<file path="src/rtl/wdt_pkg.sv">
package wdt_pkg;
  localparam int DATA_W  = 8;
  localparam int ADDR_W  = 2;
  localparam int PRESC_W = 3;

  typedef enum logic [ADDR_W-1:0] {
    REG_CTRL   = 2'd0,
    REG_RELOAD = 2'd1,
    REG_KEY_A  = 2'd2,
    REG_KEY_B  = 2'd3
  } reg_addr_e;

  localparam logic [DATA_W-1:0] KEY_A_VAL = 8'hA5;
  localparam logic [DATA_W-1:0] KEY_B_VAL = 8'h5A;

  typedef struct packed {
    logic [1:0]         rsvd;
    logic [PRESC_W-1:0] presc;
    logic               clk_sel;
    logic               tof;
    logic               run;
  } ctrl_t;
endpackage

</file>
<file path="src/rtl/wdt_feed_ctrl.sv">
module wdt_feed_ctrl
  import wdt_pkg::*;
#(
  parameter logic [DATA_W-1:0] RELOAD_RST = 8'hFF
) (
  input  logic              clk_i,
  input  logic              rst_ni,
  input  logic              we_i,
  input  logic [ADDR_W-1:0] addr_i,
  input  logic [DATA_W-1:0] wdata_i,
  input  logic              underflow_i,
  output ctrl_t             ctrl_o,
  output logic [DATA_W-1:0] reload_o,
  output logic              feed_ok_o,
  output logic              bad_feed_o
);
  logic  armed_q, pend_q;
  ctrl_t ctrl_q, shadow_q;
  logic [DATA_W-1:0] reload_q;
  logic  wr_ctrl, wr_rel, wr_a, wr_b, key_a_ok, key_b_ok, bad;

  always_comb begin
    wr_ctrl  = we_i && (addr_i == REG_CTRL);
    wr_rel   = we_i && (addr_i == REG_RELOAD);
    wr_a     = we_i && (addr_i == REG_KEY_A);
    wr_b     = we_i && (addr_i == REG_KEY_B);
    key_a_ok = wr_a && (wdata_i == KEY_A_VAL);
    key_b_ok = wr_b && (wdata_i == KEY_B_VAL) && armed_q;
    if (!we_i)        bad = 1'b0;
    else if (armed_q) bad = !key_b_ok;
    else if (pend_q)  bad = !key_a_ok;
    else              bad = (wr_a && !key_a_ok) || wr_b;
  end

  always_ff @(posedge clk_i or negedge rst_ni) begin
    if (!rst_ni) begin
      armed_q  <= 1'b0;
      pend_q   <= 1'b0;
      shadow_q <= '0;
      ctrl_q   <= '0;
      reload_q <= RELOAD_RST;
    end else begin
      if (we_i) armed_q <= !armed_q && key_a_ok;
      if (bad || key_b_ok) pend_q <= 1'b0;
      else if (wr_ctrl)    pend_q <= 1'b1;
      if (wr_ctrl) shadow_q <= ctrl_t'(wdata_i);
      if (wr_rel)  reload_q <= wdata_i;
      if (key_b_ok && pend_q) begin
        ctrl_q      <= shadow_q;
        ctrl_q.rsvd <= '0;
        ctrl_q.tof  <= ctrl_q.tof & shadow_q.tof;  // flag can only be cleared
      end else if (underflow_i) begin
        ctrl_q.tof  <= 1'b1;
      end
    end
  end

  assign ctrl_o     = ctrl_q;
  assign reload_o   = reload_q;
  assign feed_ok_o  = key_b_ok;
  assign bad_feed_o = bad;
endmodule

</file>
<file path="src/rtl/wdt_tick_gen.sv">
module wdt_tick_gen #(
  parameter int FIX_LOG2    = 5,
  parameter int PRE_W       = 3,
  parameter int SYNC_STAGES = 2
) (
  input  logic             clk_i,
  input  logic             rst_ni,
  input  logic             wd_clk_i,
  input  logic             run_i,
  input  logic             clk_sel_i,
  input  logic [PRE_W-1:0] presc_i,
  input  logic             clr_i,
  output logic             step_o
);
  localparam int DIV_W = FIX_LOG2 + (2**PRE_W) - 1;
  localparam int SH_W  = $clog2(DIV_W + 1);

  logic [SYNC_STAGES:0] sync_q;
  logic [DIV_W-1:0]     div_q, mask;
  logic [SH_W-1:0]      shamt;
  logic                 wd_rise, tick;

  always_ff @(posedge clk_i or negedge rst_ni) begin
    if (!rst_ni) sync_q <= '0;
    else         sync_q <= {sync_q[SYNC_STAGES-1:0], wd_clk_i};
  end

  always_comb begin
    wd_rise = sync_q[SYNC_STAGES-1] & ~sync_q[SYNC_STAGES];
    tick    = run_i && (clk_sel_i ? wd_rise : 1'b1);
    shamt   = SH_W'(FIX_LOG2) + SH_W'(presc_i);
    // low FIX_LOG2+N bits; wraps to all ones at the top setting
    mask    = (DIV_W'(1) << shamt) - DIV_W'(1);
    step_o  = tick && ((div_q & mask) == mask);
  end

  always_ff @(posedge clk_i or negedge rst_ni) begin
    if (!rst_ni)   div_q <= '0;
    else if (clr_i) div_q <= '0;
    else if (tick)  div_q <= div_q + DIV_W'(1);
  end
endmodule

</file>
<file path="src/rtl/wdt_down_cnt.sv">
module wdt_down_cnt #(
  parameter int         CNT_W   = 8,
  parameter logic [7:0] CNT_RST = 8'hFF
) (
  input  logic             clk_i,
  input  logic             rst_ni,
  input  logic             load_i,
  input  logic [CNT_W-1:0] reload_i,
  input  logic             step_i,
  output logic [CNT_W-1:0] cnt_o,
  output logic             underflow_o
);
  logic [CNT_W-1:0] cnt_q;

  assign underflow_o = step_i && !load_i && (cnt_q == '0);

  always_ff @(posedge clk_i or negedge rst_ni) begin
    if (!rst_ni)                cnt_q <= CNT_W'(CNT_RST);
    else if (load_i || underflow_o) cnt_q <= reload_i;
    else if (step_i)            cnt_q <= cnt_q - CNT_W'(1);
  end

  assign cnt_o = cnt_q;
endmodule

</file>
<file path="src/rtl/wdt_rst_pulse.sv">
module wdt_rst_pulse #(
  parameter int LEN = 4
) (
  input  logic clk_i,
  input  logic rst_ni,
  input  logic trig_i,
  output logic pulse_o
);
  localparam int LW = $clog2(LEN + 1);
  logic [LW-1:0] left_q;
  logic          act_q;

  always_ff @(posedge clk_i or negedge rst_ni) begin
    if (!rst_ni) begin
      act_q  <= 1'b0;
      left_q <= '0;
    end else if (trig_i) begin
      act_q  <= 1'b1;
      left_q <= LW'(LEN - 1);
    end else if (act_q) begin
      if (left_q == '0) act_q  <= 1'b0;
      else              left_q <= left_q - LW'(1);
    end
  end

  assign pulse_o = act_q;
endmodule

</file>
<file path="src/rtl/wdt_feed_guard.sv">
module wdt_feed_guard
  import wdt_pkg::*;
#(
  parameter int                FIX_DIV_LOG2 = 5,
  parameter int                RST_LEN      = 4,
  parameter int                SYNC_STAGES  = 2,
  parameter logic [DATA_W-1:0] RELOAD_RST   = 8'hFF
) (
  input  logic              clk_i,
  input  logic              rst_ni,
  input  logic              wd_clk_i,
  input  logic              we_i,
  input  logic [ADDR_W-1:0] addr_i,
  input  logic [DATA_W-1:0] wdata_i,
  output logic              rst_req_o,
  output logic              timeout_o
);
  ctrl_t             ctrl_act;
  logic [DATA_W-1:0] reload_val, cnt_val;
  logic              feed_ok, bad_feed, step, underflow;

  wdt_feed_ctrl #(.RELOAD_RST(RELOAD_RST)) u_feed (
    .clk_i, .rst_ni, .we_i, .addr_i, .wdata_i,
    .underflow_i(underflow),
    .ctrl_o(ctrl_act),
    .reload_o(reload_val),
    .feed_ok_o(feed_ok),
    .bad_feed_o(bad_feed)
  );

  wdt_tick_gen #(
    .FIX_LOG2(FIX_DIV_LOG2), .PRE_W(PRESC_W), .SYNC_STAGES(SYNC_STAGES)
  ) u_tick (
    .clk_i, .rst_ni, .wd_clk_i,
    .run_i(ctrl_act.run),
    .clk_sel_i(ctrl_act.clk_sel),
    .presc_i(ctrl_act.presc),
    .clr_i(feed_ok),
    .step_o(step)
  );

  wdt_down_cnt #(.CNT_W(DATA_W), .CNT_RST(RELOAD_RST)) u_cnt (
    .clk_i, .rst_ni,
    .load_i(feed_ok),
    .reload_i(reload_val),
    .step_i(step),
    .cnt_o(cnt_val),
    .underflow_o(underflow)
  );

  wdt_rst_pulse #(.LEN(RST_LEN)) u_pulse (
    .clk_i, .rst_ni,
    .trig_i(bad_feed | underflow),
    .pulse_o(rst_req_o)
  );

  assign timeout_o = ctrl_act.tof;
endmodule

</file>
<file path="config.mk">
export PLATFORM = sky130hd
export DESIGN_NAME = wdt_feed_guard
export DESIGN_NICKNAME = d
export VERILOG_FILES = /design/src/rtl/wdt_pkg.sv /design/src/rtl/wdt_feed_ctrl.sv /design/src/rtl/wdt_tick_gen.sv /design/src/rtl/wdt_down_cnt.sv /design/src/rtl/wdt_rst_pulse.sv /design/src/rtl/wdt_feed_guard.sv
export SDC_FILE = /design/constraint.sdc
export NUM_CORES = 1
export LEC_CHECK = 0
export BUFFER_PORTS_ARGS = -buffer_cell sky130_fd_sc_hd__buf_2
export CAP_MARGIN = 15
export CELL_PAD_IN_SITES_DETAIL_PLACEMENT = 2
export CELL_PAD_IN_SITES_GLOBAL_PLACEMENT = 2
export CORE_AREA = 2 2 84 86
export CTS_BUF_LIST = sky130_fd_sc_hd__clkbuf_2 sky130_fd_sc_hd__clkbuf_4 sky130_fd_sc_hd__clkbuf_8
export CTS_CLUSTER_SIZE = 40
export DETAILED_ROUTE_END_ITERATION = 16
export DIE_AREA = 0 0 86 88
export PLACE_DENSITY_LB_ADDON = 0.25
export SLEW_MARGIN = 20
export SYNTH_ARGS = -nofsm -noshare
export SYNTH_HDL_FRONTEND = slang
export SYNTH_SLANG_ARGS = --single-unit
</file>
<file path="constraint.sdc">
create_clock -name clk_i -period 1.9 [get_ports clk_i]
set_input_delay 0.285 -clock clk_i [delete_from_list [all_inputs] [get_ports clk_i]]
set_output_delay 0.285 -clock clk_i [all_outputs]
set_load 0.01 [all_outputs]
</file>
======== Yosys cells after proc, flatten, opt, wreduce, memory -nomap -nowiden ========
Cells that the tools add are included.
storage, ports and cells
  logic and storage cells ................. 81
  bits of input ports ..................... 14
  bits in registers ....................... 49
  output and inout port bits .............. 2
operators by class
  equal/unequal tests ..................... 7
  reduce and logical (&&, ||, !) cells .... 29
  bitwise gates (word level) .............. 5
  muxes and demuxes ....................... 18
  shift operators ......................... 1
  $add $sub $neg .......................... 5
operators with widths
  kind                     number
  $mux W12                 2
  $mux W8                  2
  $logic_and A1 B1 Y1      14
  $add A12 B1 Y12 const B  1
  $and A12 B12 Y12         1
  $eq A12 B12 Y1           1
  $shl A1 B4 Y12 const A   1
  $sub A12 B2 Y12 const B  1
  $mux W1                  11
  $reduce_bool A2 Y1       5
  $mux W3                  3
  $eq A8 B7 Y1 const B     1
  $eq A8 B8 Y1 const B     1
  $logic_not A8 Y1         1
  $sub A8 B1 Y8 const B    1
  $add A3 B3 Y4 const A    1
  $eq A2 B2 Y1 const B     2
  $logic_not A1 Y1         3
  $logic_not A3 Y1         1
  $logic_or A1 B1 Y1       3
  $sub A3 B1 Y3 const B    1
  $and A1 B1 Y1            2
  $eq A2 B1 Y1 const B     1
  $logic_not A2 Y1         1
  other kinds (4)          4

======== Longest topological paths before layout ========
  depth in word-level cells ............... 12
  gate-level depth with buffers ........... 7
  gate-level depth less buffers ........... 7

======== Hierarchy ========
From an unflattened synthesis, not the netlist that was laid out.
unflattened totals
  cells, all modules ...................... 226
  area total of the unflattened synthesis .. 2,567.5 um^2
by module, submodules not included
  module          area an instance (um^2)  times used  sequential area each (um^2)  cells an instance
  wdt_feed_ctrl   967.2                    1           560.5                        67
  wdt_tick_gen    844.6                    1           375.4                        89
  wdt_down_cnt    531.8                    1           210.2                        48
  wdt_rst_pulse   217.7                    1           100.1                        21
  wdt_feed_guard  6.3                      1           0.0                          1

======== Least setup slack after synthesis ========
No wires, ideal clock.
  kind .................................... reg-to-reg
  start point ............................. register u_tick.sync_q[2]
  end point ............................... register u_cnt.cnt_q[4] (netlist: u_cnt.cnt_o[4])
  path buffers ............................ 0
  cell stages (with the launch flop) ...... 7
  data required time ...................... 1.817 ns
  clock period less this slack ............ 1.813 ns
  arrival time ............................ 1.729 ns
  setup slack ............................. 0.087 ns
  library setup time ...................... 0.083 ns
  path through ............................ dfrtp_1 -> nand2b_1 -> a21boi_4 -> o2111ai_2 -> nor4b_2 -> a21boi_1 -> o32a_1
between the ends
  cells in the longest elaborated chain, start to end .. 9
  elaborated cells between the ends (all ways) .. 10
  those cells by class .................... mux: 2; bitwise: 2; reduce/logical: 6
ends and longest elaborated chain
  what                                           RTL line            source
  start, declared                                wdt_tick_gen.sv:18  logic [SYNC_STAGES:0] sync_q;
  start signal, assigned                         wdt_tick_gen.sv:25  else sync_q <= {sync_q[SYNC_STAGES-1:0], wd_clk_i};
  $not A1 Y1 *                                   wdt_tick_gen.sv:29  wd_rise = sync_q[SYNC_STAGES-1] & ~sync_q[SYNC_STAGES];
  $and A1 B1 Y1 *                                wdt_tick_gen.sv:29
  $mux W1 *                                      wdt_tick_gen.sv:30  tick = run_i && (clk_sel_i ? wd_rise : 1'b1);
  $logic_and A1 B1 Y1 *                          wdt_tick_gen.sv:30
  $logic_and A1 B1 Y1 *                          wdt_tick_gen.sv:34  step_o = tick && ((div_q & mask) == mask);
  $logic_and A1 B1 Y1 (2 in a row)               wdt_down_cnt.sv:15  assign underflow_o = step_i && !load_i && (cnt_q == '0);
  $logic_or A1 B1 Y1                             wdt_down_cnt.sv:19  else if (load_i || underflow_o) cnt_q <= reload_i;
  $mux W8 or $reduce_bool A2 Y1 (tied branches)  n/a
  end signal, assigned                           wdt_down_cnt.sv:18  if (!rst_ni) cnt_q <= CNT_W'(CNT_RST);
  end signal, assigned                           wdt_down_cnt.sv:19
  end signal, assigned                           wdt_down_cnt.sv:20  else if (step_i) cnt_q <= cnt_q - CNT_W'(1);
  end, declared                                  wdt_down_cnt.sv:13  logic [CNT_W-1:0] cnt_q;
Every way passes the cells marked *; elsewhere a longest branch is shown, timed or not.
A chain may end at the register's enable or synchronous reset.

======== Worst setup path in the final report ========
  start point ............................. register u_feed.ctrl_q, in the netlist u_feed.ctrl_o[5]
  end point ............................... register u_cnt.cnt_q[4] (netlist: u_cnt.cnt_o[4])
between the ends
  cells in the longest elaborated chain, start to end .. 10
  elaborated cells between the ends (all ways) .. 11
  those cells by class .................... add/sub: 2; eq/ne: 1; shift: 1; mux: 1; bitwise: 1; reduce/logical: 5
ends and longest elaborated chain
  what                                           RTL line             source
  start, declared                                wdt_feed_ctrl.sv:18  ctrl_t ctrl_q, shadow_q;
  start signal, assigned                         wdt_feed_ctrl.sv:49  ctrl_q <= shadow_q;
  $add A3 B3 Y4 *                                wdt_tick_gen.sv:31   shamt = SH_W'(FIX_LOG2) + SH_W'(presc_i);
  $shl A1 B4 Y12 *                               wdt_tick_gen.sv:33   mask = (DIV_W'(1) << shamt) - DIV_W'(1);
  $sub A12 B2 Y12 *                              wdt_tick_gen.sv:33
  $and A12 B12 Y12                               wdt_tick_gen.sv:34
  $eq A12 B12 Y1 *                               wdt_tick_gen.sv:34
  $logic_and A1 B1 Y1 *                          wdt_tick_gen.sv:34
  $logic_and A1 B1 Y1 (2 in a row)               wdt_down_cnt.sv:15
  $logic_or A1 B1 Y1                             wdt_down_cnt.sv:19
  $mux W8 or $reduce_bool A2 Y1 (tied branches)  n/a
Marked as above.

==> impl_metrics.tcl <==
set metrics [dict create \
    synthesis.yosys.warnings 0 \
    arrival_worst_endpoint_ns 2.31 \
    fin_setup_tns_ns -0.7241 \
    antenna_left 0 \
    clk_root_buffer_cell "clkbuf_8" \
    filler_cell_count 665 \
    final_cell_count_no_fill 365 \
    failed_checks "negative setup slack" \
    drt_initial_violations 80 \
    antenna_found_initial 0 \
    p_clk_share_pct 36.6 \
    grt_setup_unrepaired "yes" \
    hpwl_um 4881 \
    initial_core_util_pct 37.42 \
    p_sw_share_pct 24.96 \
    grt_remaining_overflow 0 \
    switching_power_mw 0.6115 \
    power.internal_mw 1.838 \
    syn-cell-area_um2 2486 \
    wire_per_inst_um 22.27 \
    sequential_cell_area_um2 1250 \
    setup.worst_path.end_class "flip-flop" \
    die_w_um 86 \
    num_vias 2028 \
    worstSetupPathType "reg -> reg" \
    pwr-share-seq_pct 50.4 \
    n_antenna_cell 0 \
    clock-skew-final_ns 0.01095 \
    layout.nets 303 \
    postSynthRegisterBits 49 \
    cap_violations 0 \
    synth_async_sr_flop_share_pct 100.0 \
    run_status "finished with violations" \
    period_share_pct 108.7 \
    timing.slew.headroom_pct 63.27 \
    drc_errors 0 \
    synth_seq_area_share_pct 50.13 \
    detailedRoute.firstPassIterationCount 4 \
    synth_top_flop_cell "dfrtp_1" \
    place_worst_setup_slack_ns -0.09458 \
    average_footprint_of_a_synthesized_cell_um2 11.00 \
    port_buffers 15 \
    cts_max_path_buffers 2 \
    grt_pass1_wl_um 12070 \
    flow.area_growth_from_synthesis_pct 32.56 \
    synth_cells 226 \
    tritoncts_clock_tree "done" \
    worstSetupStartpointType "flip-flop" \
    groute.usage.overall_pct 21.36 \
    clk_pin_slew_worst_paths_ns 0.09 \
    combPwrFrac_pct 13.0 \
    leakagePower_nw 1.319 \
    boundaryPins 16 \
    layout_min_cycle_time_ns 2.065 \
    worstPathRequired_ns 2.14 \
    report.final.hold_viol_count 0 \
    maxClockFrequency_ghz 0.4843 \
    report.final.slew_viol_count 0 \
    setup_viol 7 \
    core_area_um2 6644 \
    cts_num_sinks 49 \
    num_rows 30 \
    dpl.cell_count 345 \
    floorplan.die.height_um 88 \
    peakVddDrop_uv 506.8 \
    hold_path.class "in -> reg" \
    multiInputGateArea_um2 1359 \
    cp_max_fo 7 \
    timing_worst_slew_pin_value_ns 0.5452 \
    clock_tree.htree_level_count 2 \
    first_global_vias 2197 \
    fin_hold_ws_ns 0.07933 \
    clkLatencyLatePin_ns 0.31 \
    die_area_um2 7568 \
    cts_inserted_buffers 5 \
    grt_start_max_net_pins 30 \
    routabilityCongestion 0.7440 \
    power.density_cell_area_nw_per_um2 743.3 \
    drt_wl_total_um 8128 \
    vias_per_cell 5.556 \
    synth-edff-count 0 \
    final.setup.worst_slack_ns -0.1650 \
    synthDistinctLibCells 51 \
    layout-drive-gt1-share_pct 44.21 \
    internal_reg_to_reg_setup_slack_ns -0.17 \
]
## critical path: stages, from the launching register on
cell and delay, ns:
dfrtp_2 0.49, nor3_4 0.24, or2_4 0.16, o2111ai_4 0.18, buf_12 0.19, nor4_4 0.17, buf_4 0.20, nor2_2 0.05
buf_6 0.13, o32a_1 0.18
## power groups by stage
stage	combinational (mW)	sequential (mW)	clock [mW]
global placement	0.288	1.24	0
detailed placement	0.303	1.24	0
floorplan	0.192	1.23	0
global route	0.356	1.25	0.950
CTS	0.313	1.23	0.916
finish	0.318	1.23	0.897
## routing by layer
layer / track usage (%) / part of all wire [%]
met1: 27.47 / 45
met2: 36.86 / 51
met3: 4.053 / 2.9
met4: 6.061 / 2.1
met5: 0 / 0
## cell usage in the layout (no fill, tap or decap), drive strengths merged, types with 6 or more instances in the layout
master	netlist	routed
buf	3	53
nand2	18	18
xnor2	7	7
mux2	19	19
a21oi	6	6
dfrtp	33	33
dfstp	16	16
nand4	7	7
xor2	6	6
inv	10	10
o21ai	9	9
nor2	24	24
## kinds of logic (layout without fill, tap and decap cells)
kind of cell	after synthesis	after routing	synth area share, %
compound gates	36	36	10.72
xor+xnor	13	13	4.580
fa+ha+maj	5	5	2.516
buf+inv	14	72	2.265
flops	49	49	50.13
mux	23	23	10.22
other cells	1	2	0.1508
simple gates	85	85	19.43
## Yosys cell counts, drive strengths merged, types with 3 or more instances
library cell,n,area (um2)
mux2i,4,40.04
ha,5,62.56
o211ai,4,30.03
o22ai,3,18.77
and2,5,31.28
nor2,24,90.09
nand4,7,43.79
xor2,6,52.55
o21ai,9,45.04
mux2,19,214.0
nor4b,3,38.79
a21boi,4,41.29
inv,10,37.54
and3,3,18.77
dfstp,16,420.4
and4,3,26.28
nand2,18,67.56
dfrtp,33,825.8
nor4,4,25.02
xnor2,7,61.31
nor3,3,20.02
a21oi,6,41.29
buf,3,15.01
## final cells by class
cell class / instances / share of cell area (%)
flip-flops and latches: 49 / 37.93
clock buffers: 5 / 2.088
clock inverters: 3 / 1.974
inverters: 10 / 1.139
well taps: 80 / 3.037
repair buffers: 54 / 12.60
multi-input cells: 164 / 41.23
## metrics by stage
stage	instance area [um2]	total power, mW	utilization, %
after floorplan	2490	1.417	-
after global placement	2861	1.525	43.07
after detailed placement	2861	1.548	43.07
after CTS	3144	2.457	47.33
after global routing	3296	2.554	49.60
final	3296	2.450	49.60
## registers in the layout (all words and copies together), names as in the netlist
name,flops
u_cnt.cnt_o,8
u_feed.armed_q,1
u_feed.ctrl_o,6
u_feed.pend_q,1
u_feed.reload_o,8
u_feed.shadow_q,6
u_pulse.left_q,3
u_pulse.pulse_o,1
u_tick.div_q,12
u_tick.sync_q,3
## what timing repair did
item / CTS / global route
hold buffers: 1 / 0
gates resized for setup: 15 / 24
pin swaps: 10 / 7
endpoints found under the setup margin: 11 / 12
buffers inserted: 7 / 4
hold endpoints to repair: 6 / 0
## path summary, 6_finish.rpt
path	from	endpoint	cells after the start
setup reg to reg	u_feed.ctrl_o[5]	u_cnt.cnt_o[4]	9
min in group asynchronous	rst_ni	u_pulse.left_q[2]	2
hold / removal	wd_clk_i	u_tick.sync_q[0]	1
hold reg to reg	u_tick.sync_q[0]	u_tick.sync_q[1]	0
setup / recovery	u_feed.ctrl_o[5]	u_cnt.cnt_o[4]	9
max in group asynchronous	rst_ni	u_feed.reload_o[4]	3
Power figures use the tool's default switching activity.
